$ cat src/rtl/sdram_init_pkg.sv
package sdram_init_pkg;

    // Command pin encoding, ordered {cs_n, ras_n, cas_n, we_n}
    typedef enum logic [3:0] {
        CMD_LMR  = 4'b0000,
        CMD_ARF  = 4'b0001,
        CMD_PALL = 4'b0010,
        CMD_IDLE = 4'b0111
    } sd_cmd_e;

    typedef enum logic [2:0] {
        ST_SETTLE,
        ST_PALL,
        ST_GAP_RP,
        ST_ARF,
        ST_GAP_RC,
        ST_LMR,
        ST_GAP_RSC,
        ST_READY
    } seq_state_e;

    typedef struct packed {
        logic [2:0] burst_len;
        logic       interleave;
        logic [2:0] cas_lat;
        logic       single_write;
    } mode_cfg_t;

    localparam int unsigned PALL_BIT = 10;

    function automatic int unsigned at_least(input int unsigned v, input int unsigned floor_v);
        return (v < floor_v) ? floor_v : v;
    endfunction

    function automatic int unsigned max2(input int unsigned a, input int unsigned b);
        return (a > b) ? a : b;
    endfunction

    // Standard mode word layout, 12 address bits
    function automatic logic [11:0] mode_word(input mode_cfg_t m);
        return {2'b00, m.single_write, 2'b00, m.cas_lat, m.interleave, m.burst_len};
    endfunction

endpackage

$ cat src/rtl/sdram_init_timer.sv
module sdram_init_timer #(
    parameter int unsigned CNT_W   = 16,
    parameter int unsigned RST_VAL = 0
) (
    input  logic             clk,
    input  logic             rst,
    input  logic             load,
    input  logic [CNT_W-1:0] load_val,
    output logic             zero
);
    logic [CNT_W-1:0] cnt_q;

    always_ff @(posedge clk) begin
        if (rst)
            cnt_q <= CNT_W'(RST_VAL);
        else if (load)
            cnt_q <= load_val;
        else if (cnt_q != '0)
            cnt_q <= cnt_q - 1'b1;
    end

    assign zero = (cnt_q == '0);

    // spacing depends on a strict one-per-cycle countdown
    a_r3_timer_steps: assert property (@(posedge clk) disable iff (rst)
        (!load && !zero) |=> (cnt_q == $past(cnt_q) - 1'b1));

    a_r6_timer_parks: assert property (@(posedge clk) disable iff (rst)
        (!load && zero) |=> zero);

endmodule

$ cat src/rtl/sdram_init_refcnt.sv
module sdram_init_refcnt #(
    parameter int unsigned TOTAL = 8
) (
    input  logic clk,
    input  logic rst,
    input  logic bump,
    output logic last
);
    localparam int unsigned W = $clog2(TOTAL + 1);

    logic [W-1:0] tally_q;

    always_ff @(posedge clk) begin
        if (rst)
            tally_q <= '0;
        else if (bump)
            tally_q <= tally_q + 1'b1;
    end

    assign last = (tally_q == W'(TOTAL));

    // the sequencer never asks for more refreshes than configured
    a_r4_no_extra_refresh: assert property (@(posedge clk) disable iff (rst)
        bump |-> (tally_q < W'(TOTAL)));

    a_r4_tally_monotonic: assert property (@(posedge clk) disable iff (rst)
        !bump |=> (tally_q == $past(tally_q)));

endmodule

$ cat src/rtl/sdram_init_seq.sv
module sdram_init_seq
    import sdram_init_pkg::*;
#(
    parameter int unsigned ADDR_W        = 12,
    parameter int unsigned BANK_W        = 2,
    parameter int unsigned DQM_W         = 8,
    parameter int unsigned STABLE_CYC    = 40000,
    parameter int unsigned T_RP_CYC      = 4,
    parameter int unsigned T_RC_CYC      = 14,
    parameter int unsigned T_RSC_CYC     = 2,
    parameter int unsigned REFRESH_COUNT = 8
) (
    input  logic              clk,
    input  logic              rst,
    input  logic [2:0]        mode_burst_len,
    input  logic              mode_interleave,
    input  logic [2:0]        mode_cas_lat,
    input  logic              mode_single_write,
    output logic              sd_cke,
    output logic              sd_cs_n,
    output logic              sd_ras_n,
    output logic              sd_cas_n,
    output logic              sd_we_n,
    output logic [BANK_W-1:0] sd_ba,
    output logic [ADDR_W-1:0] sd_addr,
    output logic [DQM_W-1:0]  sd_dqm,
    output logic              init_done
);
    localparam int unsigned SETTLE_EFF = at_least(STABLE_CYC, 1);
    localparam int unsigned RP_EFF     = at_least(T_RP_CYC, 2);
    localparam int unsigned RC_EFF     = at_least(T_RC_CYC, 2);
    localparam int unsigned RSC_EFF    = at_least(T_RSC_CYC, 2);
    localparam int unsigned ARF_TOTAL  = at_least(REFRESH_COUNT, 8);
    localparam int unsigned SPAN_MAX   = max2(max2(SETTLE_EFF, RP_EFF), max2(RC_EFF, RSC_EFF));
    localparam int unsigned CNT_W      = $clog2(SPAN_MAX + 1);

    seq_state_e       state_q, state_d;
    logic             gap_zero;
    logic             gap_load;
    logic [CNT_W-1:0] gap_val;
    logic             arf_last;
    sd_cmd_e          cmd;
    mode_cfg_t        cfg;

    assign cfg = '{burst_len:    mode_burst_len,
                   interleave:   mode_interleave,
                   cas_lat:      mode_cas_lat,
                   single_write: mode_single_write};

    sdram_init_timer #(
        .CNT_W   (CNT_W),
        .RST_VAL (SETTLE_EFF - 1)
    ) u_gap (
        .clk      (clk),
        .rst      (rst),
        .load     (gap_load),
        .load_val (gap_val),
        .zero     (gap_zero)
    );

    sdram_init_refcnt #(
        .TOTAL (ARF_TOTAL)
    ) u_arf (
        .clk  (clk),
        .rst  (rst),
        .bump (state_q == ST_ARF),
        .last (arf_last)
    );

    // Each command state arms the gap timer so the next command lands
    // exactly SPAN cycles after this one.
    always_comb begin
        gap_load = 1'b1;
        unique case (state_q)
            ST_PALL: gap_val = CNT_W'(RP_EFF - 2);
            ST_ARF:  gap_val = CNT_W'(RC_EFF - 2);
            ST_LMR:  gap_val = CNT_W'(RSC_EFF - 2);
            default: begin
                gap_val  = '0;
                gap_load = 1'b0;
            end
        endcase
    end

    always_comb begin
        state_d = state_q;
        unique case (state_q)
            ST_SETTLE:  if (gap_zero) state_d = ST_PALL;
            ST_PALL:    state_d = ST_GAP_RP;
            ST_GAP_RP:  if (gap_zero) state_d = ST_ARF;
            ST_ARF:     state_d = ST_GAP_RC;
            ST_GAP_RC:  if (gap_zero) state_d = arf_last ? ST_LMR : ST_ARF;
            ST_LMR:     state_d = ST_GAP_RSC;
            ST_GAP_RSC: if (gap_zero) state_d = ST_READY;
            ST_READY:   state_d = ST_READY;
            default:    state_d = ST_SETTLE;
        endcase
    end

    always_ff @(posedge clk) begin
        if (rst)
            state_q <= ST_SETTLE;
        else
            state_q <= state_d;
    end

    // Pin decode
    always_comb begin
        sd_addr = '0;
        unique case (state_q)
            ST_PALL: begin
                cmd = CMD_PALL;
                sd_addr[PALL_BIT] = 1'b1;
            end
            ST_ARF:  cmd = CMD_ARF;
            ST_LMR: begin
                cmd     = CMD_LMR;
                sd_addr = ADDR_W'(mode_word(cfg));
            end
            default: cmd = CMD_IDLE;
        endcase
    end

    assign {sd_cs_n, sd_ras_n, sd_cas_n, sd_we_n} = cmd;
    assign sd_ba     = '0;
    assign sd_cke    = 1'b1;
    assign sd_dqm    = '1;
    assign init_done = (state_q == ST_READY);

    // every command occupies exactly one cycle and is followed by idle
    a_r7_cmd_then_idle: assert property (@(posedge clk) disable iff (rst)
        (cmd != CMD_IDLE) |=> (cmd == CMD_IDLE));

    // the mode load only follows the full refresh train
    a_r5_lmr_after_refreshes: assert property (@(posedge clk) disable iff (rst)
        (cmd == CMD_LMR) |-> arf_last);

    // ready is sticky and implies the whole train was issued
    a_r6_done_sticky: assert property (@(posedge clk) disable iff (rst)
        init_done |=> init_done);

    a_r6_done_after_refreshes: assert property (@(posedge clk) disable iff (rst)
        $rose(init_done) |-> arf_last);

    // precharge-all is the first command after settling
    a_r2_pall_from_settle: assert property (@(posedge clk) disable iff (rst)
        (cmd == CMD_PALL) |-> ($past(state_q) == ST_SETTLE || $past(rst)));

endmodule

$ cat config.mk
export PLATFORM = sky130hd
export DESIGN_NAME = sdram_init_seq
export DESIGN_NICKNAME = d
export VERILOG_FILES = /design/src/rtl/sdram_init_pkg.sv /design/src/rtl/sdram_init_timer.sv /design/src/rtl/sdram_init_refcnt.sv /design/src/rtl/sdram_init_seq.sv
export SDC_FILE = /design/constraint.sdc
export NUM_CORES = 1
export LEC_CHECK = 0
export ABC_AREA = 1
export BUFFER_PORTS_ARGS = -buffer_cell sky130_fd_sc_hd__buf_2
export CORE_UTILIZATION = 57
export CTS_CLUSTER_DIAMETER = 60
export DETAILED_ROUTE_END_ITERATION = 8
export PLACE_DENSITY_LB_ADDON = 0.25
export SLEW_MARGIN = 20
export SYNTH_ARGS = -nofsm -noshare
export SYNTH_HDL_FRONTEND = slang
export SYNTH_SLANG_ARGS = --single-unit
export TNS_END_PERCENT = 5
$ cat constraint.sdc
create_clock -name clk -period 4.24 [get_ports clk]
set_clock_uncertainty 0.2 [all_clocks]
set_input_delay 0.212 -clock clk [delete_from_list [all_inputs] [get_ports clk]]
set_output_delay 0.212 -clock clk [all_outputs]
set_load 0.03 [all_outputs]
Word level (Yosys, flattened, before mapping). Index checks and enable logic that the tools add are counted.

Bits in registers: 23. Bits of input ports: 10. Word-level logic and storage cells: 36.

$add $sub $neg: 2. Equal/unequal tests: 12. Muxes and demuxes: 13. Reductions and logical operators: 6.

Operators with widths (count): 16-bit two-way mux (2); 3-bit one-hot mux with 8 select lines (1); 16-bit zero test (1); 16-bit nonzero test (1); 16-bit by 1-bit subtractor with 16-bit output (second input constant) (1); 3-bit two-way mux (5); 3-bit == test (second input constant) (4); 10-bit two-way mux (1); 3-bit one-hot mux with 3 select lines (1); 2-bit != test (second input constant) (4); 4-bit one-hot mux with 2 select lines (1); 3-bit by 2-bit == test with 1-bit output (second input constant) (2); 4-bit by 1-bit adder with 4-bit output (second input constant) (1); 4-bit == test (second input constant) (1); 4-bit AND reduction (1); 3-bit by 1-bit == test with 1-bit output (second input constant) (1); 3-bit zero test (1); 3-bit OR reduction (1); 1-bit two-way mux (2); 2-bit nonzero test (1).

Logic depth before layout (Yosys ltp). Gate-level depths: netlist of run 1.

Word-level depth: 4. Depth in mapped cells: 9. Depth with buffers taken out: 9.

Hierarchy. Synthesis of run 1 repeated with hierarchy kept, for this count alone.

Cells, all modules: 257. Area, all modules: 1656.6 µm².

Modules (own cells, without submodules): sdram_init_timer (instances 1, cells an instance 164, area each 1083.5 µm²); sdram_init_seq (instances 1, cells an instance 66, area each 377.9 µm²); sdram_init_refcnt (instances 1, cells an instance 27, area each 195.2 µm²).

Worst setup path after synthesis of run 1. Ideal clock, no wire load.

Kind: register -> output. Start point: register state_q[0]. End point: output port sd_addr[0]. Arrival time: 1.223 ns. Required time: 3.828 ns. Path slack: 2.605 ns. Stages on the path, launching flop included: 5. Path buffers: 0. Path through: dfxtp_1 inv_2 nor2_2 nand2_1 nor2_1.

Word-level cells in the longest chain between the ends: 2.

RTL lines: from (decl) (line sdram_init_seq.sv:37) `seq_state_e state_q, state_d;`; from (signal assigned) (line sdram_init_seq.sv:104) `state_q <= state_d;`; 3-bit == test (line sdram_init_seq.sv:110) `unique case (state_q)`; 10-bit two-way mux (line sdram_init_seq.sv:110); to (decl) (line sdram_init_seq.sv:25) `output logic [ADDR_W-1:0] sd_addr,`.

No other way between the ends.

Final worst setup path of run 1.
Start point: register state_q[0]. End point: output port sd_addr[2].

The elaborated chain is that of the path after synthesis.

==> results of run 1 <==
-- power groups by stage --
stage	combinational, mW	sequential [mW]	clock (mW)
2_1_floorplan	0.0408	0.225	0
3_3_place_gp	0.0361	0.226	0
3_5_place_dp	0.0362	0.226	0
4_1_cts	0.0364	0.221	0.106
5_1_grt	0.0418	0.221	0.114
6_report	0.0368	0.221	0.103
-- worst register-to-register path, stage by stage (launching register included) --
cell and delay [ps]:
sky130_fd_sc_hd__dfxtp_1 340, sky130_fd_sc_hd__inv_1 120, sky130_fd_sc_hd__ha_1 290, sky130_fd_sc_hd__nand2_4 120
sky130_fd_sc_hd__nor2_4 140, sky130_fd_sc_hd__nand2_2 170, sky130_fd_sc_hd__nand4_1 150, sky130_fd_sc_hd__nand2_1 50
-- worst max path at each step --
stage,cells past startpoint,end,from
global placement,5,sd_addr[1],state_q[0]
CTS,5,sd_addr[5],state_q[0]
detailed placement,7,u_gap.cnt_q[2],u_gap.cnt_q[0]
finish,5,sd_addr[2],state_q[0]
global route,5,sd_addr[1],state_q[0]
floorplan,4,sd_addr[0],state_q[0]
-- through the flow --
step / std cells / utilization, % / area [sq um] / power [mW] / worst slack, ps
2_1_floorplan: 245 / - / 1620 / 0.266 / 2610
3_5_place_dp: 278 / 63.7 / 1620 / 0.262 / 2570
5_1_grt: 282 / 64.7 / 1650 / 0.377 / 2040
6_report: 282 / 64.7 / 1650 / 0.361 / 2260
3_3_place_gp: 278 / 63.7 / 1620 / 0.262 / 2620
4_1_cts: 282 / 64.7 / 1650 / 0.363 / 2250
-- cell type report --
type                            instances  area [sq um]
Tap cell                               30          37.5
Multi-Input combinational cell        172           897
Inverter                               31           116
Timing Repair Buffer                   22           110
Clock buffer                            4          26.3
Fill cell                             259           897
Sequential cell                        23           460
-- flip-flops by register name (all words and copies together), names as in the netlist --
signal and flops:
u_gap.cnt_q 16, u_arf.tally_q 4, state_q 3
-- cells by family after synthesis --
group           after synthesis  share of synthesized area [%]
simple gates                134                           43.1
buf+inv                      50                           16.6
flops                        23                           29.3
compound gates               17                           6.38
xor+xnor                      3                           1.67
fa+ha+maj                     3                           2.39
other cells                   2                          0.479
-- metal layers --
layer,global-route usage [%],share of wire [%]
met1,32.6,49
met3,3.33,4.1
met2,39.0,45
met4,6.84,1.3
met5,0,0
-- synth_stat cells (3+ instances only) --
library cell and n:
sky130_fd_sc_hd__nand2_4 3, sky130_fd_sc_hd__inv_2 4, sky130_fd_sc_hd__o21bai_1 4, sky130_fd_sc_hd__inv_1 27, sky130_fd_sc_hd__nand2_2 7, sky130_fd_sc_hd__nor2_4 7, sky130_fd_sc_hd__nor2_2 7, sky130_fd_sc_hd__nand4_1 12
sky130_fd_sc_hd__o21ai_1 5, sky130_fd_sc_hd__buf_4 15, sky130_fd_sc_hd__ha_1 3, sky130_fd_sc_hd__nand3_1 11, sky130_fd_sc_hd__nor2_1 37, sky130_fd_sc_hd__a21oi_1 5, sky130_fd_sc_hd__dfxtp_1 23, sky130_fd_sc_hd__nand2_1 46
==> flow_summary.toml, run 1 <==
[route]
drt-vias-per-instance = 5.04
drt_iter0_markers = 30
antenna_violating_nets_left = 0
drt-total-wl_um = 3040
route.detailed.drc = 0
first_pass_iters = 4
post_drt_wl_per_cell_um = 10.8
vias = 1420

[pwr]
static-leakage-power_nw = 0.811
power.density_cell_area_nw_per_um2 = 219
share_seq_of_total_power_pct = 61.3
switching_share_pct = 27.0
internal-power_mw = 0.263
p_sw_mw = 0.0974
pwr-share-comb_pct = 10.2
worst_ir_drop_vdd_v = 0.000156
pwr-share-clk_pct = 28.5

[cts]
worst_path_clk_slew_ps = 130
clkSinkCount = 23
cts_tree = "yes"
ctsResizeCount = 0
insertion_delay_ps = 310
cts_hold_buffers = 0
cts_post_setup_buffers_inserted = 0
htreeDepth = 1
tritoncts.num_buffers = 3
cts.root.buffer_cell = "sky130_fd_sc_hd__clkbuf_4"
max-clock-path-buffers = 2

[yosys]
post_synth_num_cell_types = 28
synthesis.area_per_instance_sq_um = 6.76
synth-seq-cells = 23
synth_top_area_share_pct = 29.3
sequential_fraction_of_the_synthesis_area_pct = 29.3
synth-edff-count = 0
synth_ff_type = "sky130_fd_sc_hd__dfxtp_1"
yosysTopAreaCell = "sky130_fd_sc_hd__dfxtp_1"
synthesis.area_sq_um = 1570
synth_cells = 232
synth_top_cells_by_area = "sky130_fd_sc_hd__dfxtp_1 (29%), sky130_fd_sc_hd__nand2_1 (11%), sky130_fd_sc_hd__nor2_1 (8.9%)"
synthesis.yosys.warnings = 0
async_flop_share_pct = 0

[timing]
grt_setup_unrepaired = "false"
post-route-min-period_ps = 1980
maxClockFrequency_mhz = 505
min_period_over_period_pct = 46.7
tns_ps = 0
final_hold_violation_count = 0
maxSlewViolCount = 0
finalSetupViolCount = 0
holdWs_ps = 11.6

[floorplanning]
coreArea_sq_um = 2540
num_io_pins = 38
die_h_um = 54.5
start_util_pct = 61.7
die_width_um = 54.5
std_cell_rows = 18
dieArea_sq_um = 2970

[setup_path]
timing.critical_path.from_type = "register"
reg2regPathDepth = 7
worst_path_largest_cell_delay_ps = 510
number_of_buffers_and_inverters_on_the_critical_path = 2
worst_ep_arrival_time_ps = 1570
crit_path_top_delay_cell = "sky130_fd_sc_hd__dfxtp_1"
setup.worst_path.class = "register to primary output"
worst_r2r_endpoint = "u_gap.cnt_q[12]"
cp.required_ps = 3830
cpLargestDelayFamily = "flip-flops"
worst_setup_path_end_kind = "primary output"
crit-reg2reg-launch = "u_gap.cnt_q[0]"
setup.reg_to_reg.worst_slack_ps = 2560
path_cells = "inv_2 > nor2_2 > nand2_1 > nor2_1 > buf_2"
critical_path.max_fanout = 8

[layout]
layout.cells.most_common = "sky130_fd_sc_hd__nand2_1"
nNetsFinal = 266
post_route_cells_drive_above_1_share_pct = 22.2
n_antenna_cell = 0
post_synthesis_to_final_layout_area_growth_pct = 5.02
mostFrequentLayoutCells = "sky130_fd_sc_hd__nand2_1 (46), sky130_fd_sc_hd__nor2_1 (37), sky130_fd_sc_hd__inv_1 (27), sky130_fd_sc_hd__dfxtp_1 (23), sky130_fd_sc_hd__buf_2 (22)"

[global_route]
grt_antenna_before_repair = 0
globalRoute.totalOverflow = 0
wire_length_of_the_first_global_routing_pass_um = 5170
pin_count_of_the_biggest_net_entering_global_routing = 19
grt_pass1_vias = 1209
global_route_usage_over_all_layers_pct = 23.9

[placement]
routabilityCongestion = 0.841
port_buffers = 22
hpwl_detailed_um = 2350

[hold_path]
min_to = "u_gap.cnt_q[14]"
worst_hold_path_class = "primary input to register"
min_from = "rst"
number_of_stages_on_the_worst_hold_path = 2

[outcome]
status = "complete, no violations"

[job]
cap_violations = 0
(Power assumes the default switching activity.)
==> run 2, diff against run 1 <==
--- a/config.mk
+++ b/config.mk
@@ -5,9 +5,9 @@
 export SDC_FILE = /design/constraint.sdc
 export NUM_CORES = 1
 export LEC_CHECK = 0
-export ABC_AREA = 1
+export ABC_AREA = 0
 export BUFFER_PORTS_ARGS = -buffer_cell sky130_fd_sc_hd__buf_2
-export CORE_UTILIZATION = 57
+export CORE_UTILIZATION = 52
 export CTS_CLUSTER_DIAMETER = 60
 export DETAILED_ROUTE_END_ITERATION = 8
 export PLACE_DENSITY_LB_ADDON = 0.25
==> constraint.sdc (replaced) <==
create_clock -name clk -period 1.89 [get_ports clk]
set_clock_uncertainty 0.2 [all_clocks]
set_input_delay 0.0945 -clock clk [delete_from_list [all_inputs] [get_ports clk]]
set_output_delay 0.0945 -clock clk [all_outputs]
set_load 0.03 [all_outputs]
==> flow_summary.toml, run 2 <==
[yosys]
synth_top_cells_by_area = "sky130_fd_sc_hd__dfxtp_1 (32%), sky130_fd_sc_hd__buf_4 (7.9%), sky130_fd_sc_hd__and3_1 (4.0%)"
yosysTopAreaCell = "sky130_fd_sc_hd__dfxtp_1"
async_flop_share_pct = 0
synth_cells = 173
synth_common_cells = "sky130_fd_sc_hd__dfxtp_1 (23), sky130_fd_sc_hd__buf_4 (15), sky130_fd_sc_hd__nor2_1 (12), sky130_fd_sc_hd__nand2_1 (10), sky130_fd_sc_hd__and3_1 (9)"
synth-edff-count = 0
synthesis.area_per_instance_sq_um = 8.24
post_synth_num_cell_types = 48
yosys.cell_count.top_type = "sky130_fd_sc_hd__dfxtp_1"
synthesis.area_sq_um = 1430
synth_top_area_share_pct = 32.3
synth-seq-cells = 23
sequential_fraction_of_the_synthesis_area_pct = 32.3
synth_ff_type = "sky130_fd_sc_hd__dfxtp_1"
synthesis.yosys.warnings = 0

[cts]
cts.root.buffer_cell = "sky130_fd_sc_hd__clkbuf_4"
htreeDepth = 1
clkSinkCount = 23
cts_tree = "yes"
max-clock-path-buffers = 2
insertion_delay_ps = 320
worst_path_clk_slew_ps = 130
tritoncts.num_buffers = 3

[route]
top_layer_used = "met4"
vias = 1495
drt-vias-per-instance = 5.93
route.detailed.drc = 0
antenna_violating_nets_left = 0
route.met2.wl_um = 1860
drt_iter0_markers = 34
route.met3.wl_um = 198
post_drt_wl_per_cell_um = 14.7
routedLengthMet1_um = 1610
drt-total-wl_um = 3710
first_pass_iters = 4

[floorplanning]
coreArea_sq_um = 2520
std_cell_rows = 18
die_h_um = 54.4
start_util_pct = 56.5
die_width_um = 54.4
num_io_pins = 38
dieArea_sq_um = 2950

[timing]
finalSetupViolCount = 8
tns_ps = -709
post-route-min-period_ps = 2040
maxSlewViolCount = 0
min_period_over_period_pct = 108
maxClockFrequency_mhz = 491
holdWs_ps = 329
grt_setup_unrepaired = "true"
final_worst_path_setup_slack_ps = -148
final_hold_violation_count = 0

[setup_path]
number_of_buffers_and_inverters_on_the_critical_path = 1
worst_path_largest_cell_delay_ps = 510
setup.worst_path.class = "register to register"
cp.required_ps = 1960
worst_setup_path_end_kind = "register"
cpLargestDelayFamily = "simple AND/OR/NAND/NOR gates"
path_cells = "inv_2 > ha_4 > or3b_4 > or4_4 > nor4_2 > a311o_1"
worst_ep_arrival_time_ps = 2110
critical_path.max_fanout = 4
crit_path_top_delay_cell = "sky130_fd_sc_hd__or4_4"
timing.critical_path.from_type = "register"

[placement]
dpl.cell_count = 247
routabilityCongestion = 0.899
port_buffers = 22
hpwl_detailed_um = 2660

[pwr]
switching_share_pct = 26.9
p_sw_mw = 0.224
pwr-share-clk_pct = 27.9
pwr-share-comb_pct = 12.4
internal-power_mw = 0.607
fin_total_pwr_mw = 0.830
share_seq_of_total_power_pct = 59.6
worst_ir_drop_vdd_v = 0.000372
power.density_cell_area_nw_per_um2 = 450
static-leakage-power_nw = 0.813

[global_route]
grt_antenna_before_repair = 0
global_route_usage_over_all_layers_pct = 27.5
wire_length_of_the_first_global_routing_pass_um = 5820
pin_count_of_the_biggest_net_entering_global_routing = 22
grt_pass1_vias = 1393
globalRoute.totalOverflow = 0

[hold_path]
worst_hold_path_class = "register to register"

[layout]
layout.filler_cells = 201
reg_top3 = "u_gap.cnt_q: 16 flops, u_arf.tally_q: 4 flops, state_q: 3 flops"
nNetsFinal = 236
stdcell_count = 252
n_antenna_cell = 0
post_route_cells_drive_above_1_share_pct = 35.6
mostFrequentLayoutCells = "sky130_fd_sc_hd__buf_4 (31), sky130_fd_sc_hd__buf_2 (21), sky130_fd_sc_hd__dfxtp_1 (20), sky130_fd_sc_hd__conb_1 (15), sky130_fd_sc_hd__nor2_1 (11)"
finished_core_util_pct = 73.1
largest_register_ffs = 16
post_synthesis_to_final_layout_area_growth_pct = 29.4
multiInputGateArea_sq_um = 908
layout.area.seq_sq_um = 464
largest-register = "u_gap.cnt_q"
layout.cells.most_common = "sky130_fd_sc_hd__buf_4"

[job]
cap_violations = 0

[outcome]
violations = "setup timing"
status = "finished, violations left"
==> run 2: changes by cell type in the layout (fill, tap and decap cells not counted), sizes merged, moves of 7 or more <==
cell   change
inv       -23
nor2      -39
nand2     -46
nand3      -7
and3       +9
nor4       +8
buf       +32
==> run 2: metrics by stage <==
step | setup WS, ps | area [sq um]
3_3_place_gp | -136 | 1740
6_report | -148 | 1840
3_5_place_dp | -190 | 1740
4_1_cts | -133 | 1800
5_1_grt | -212 | 1840
2_1_floorplan | -99.8 | 1500
==> run 2: layout make-up <==
type / instances / share of cell area (%)
Inverter: 8 / 1.63
Clock buffer: 4 / 1.42
Tap cell: 30 / 2.04
Sequential cell: 23 / 25.2
Timing Repair Buffer: 56 / 20.5
Multi-Input combinational cell: 131 / 49.3
==> run 2: power groups by stage <==
stage	clock (mW)	sequential, mW	combinational [mW]
3_5_place_dp	0	0.506	0.0976
4_1_cts	0.239	0.495	0.100
3_3_place_gp	0	0.505	0.0949
5_1_grt	0.253	0.496	0.112
2_1_floorplan	0	0.507	0.0925
6_report	0.232	0.495	0.103
==> run 2: kinds of logic (layout without fill, tap and decap cells) <==
logic type | after synthesis | count (layout) | share of synthesized area [%]
simple gates | 75 | 75 | 31.2
buf+inv | 32 | 68 | 12.5
compound gates | 28 | 28 | 14.4
flops | 23 | 23 | 32.3
xor+xnor | 6 | 6 | 3.69
mux | 4 | 4 | 2.81
fa+ha+maj | 3 | 3 | 2.63
other cells | 2 | 15 | 0.527
==> run 2: final timing paths <==
kind	start	to	cells after the start	slack, ps
worst min register to register	u_arf.tally_q[1]	u_arf.tally_q[1]	2	330
worst max-delay path	u_gap.cnt_q[1]	u_gap.cnt_q[10]	6	-150
worst min-delay path	u_arf.tally_q[1]	u_arf.tally_q[1]	2	330
worst max register to register	u_gap.cnt_q[1]	u_gap.cnt_q[10]	6	-150
==> run 2: timing repair <==
item                       4_1_cts  5_1_grt
setup endpoints to repair       10       14
gates cloned                     0        0
resized for setup                5       10
hold buffers                     1        0
buffers inserted                 0        0
hold endpoints to repair         4        0
pin swaps                        1        5
==> run 2: worst register-to-register path, cell delays in order (launching register included) <==
cell                      delay, ps
sky130_fd_sc_hd__dfxtp_2        350
sky130_fd_sc_hd__inv_2           70
sky130_fd_sc_hd__ha_4           130
sky130_fd_sc_hd__or3b_4         400
sky130_fd_sc_hd__or4_4          510
sky130_fd_sc_hd__nor4_2         180
sky130_fd_sc_hd__a311o_1        160
==> run 2: layer usage <==
layer | GRT usage, % | vias to the layer above
met5 | 0 | -
met4 | 10.7 | 0
met3 | 2.50 | 8
met2 | 49.4 | 68
met1 | 33.2 | 711
li1 | - | 708
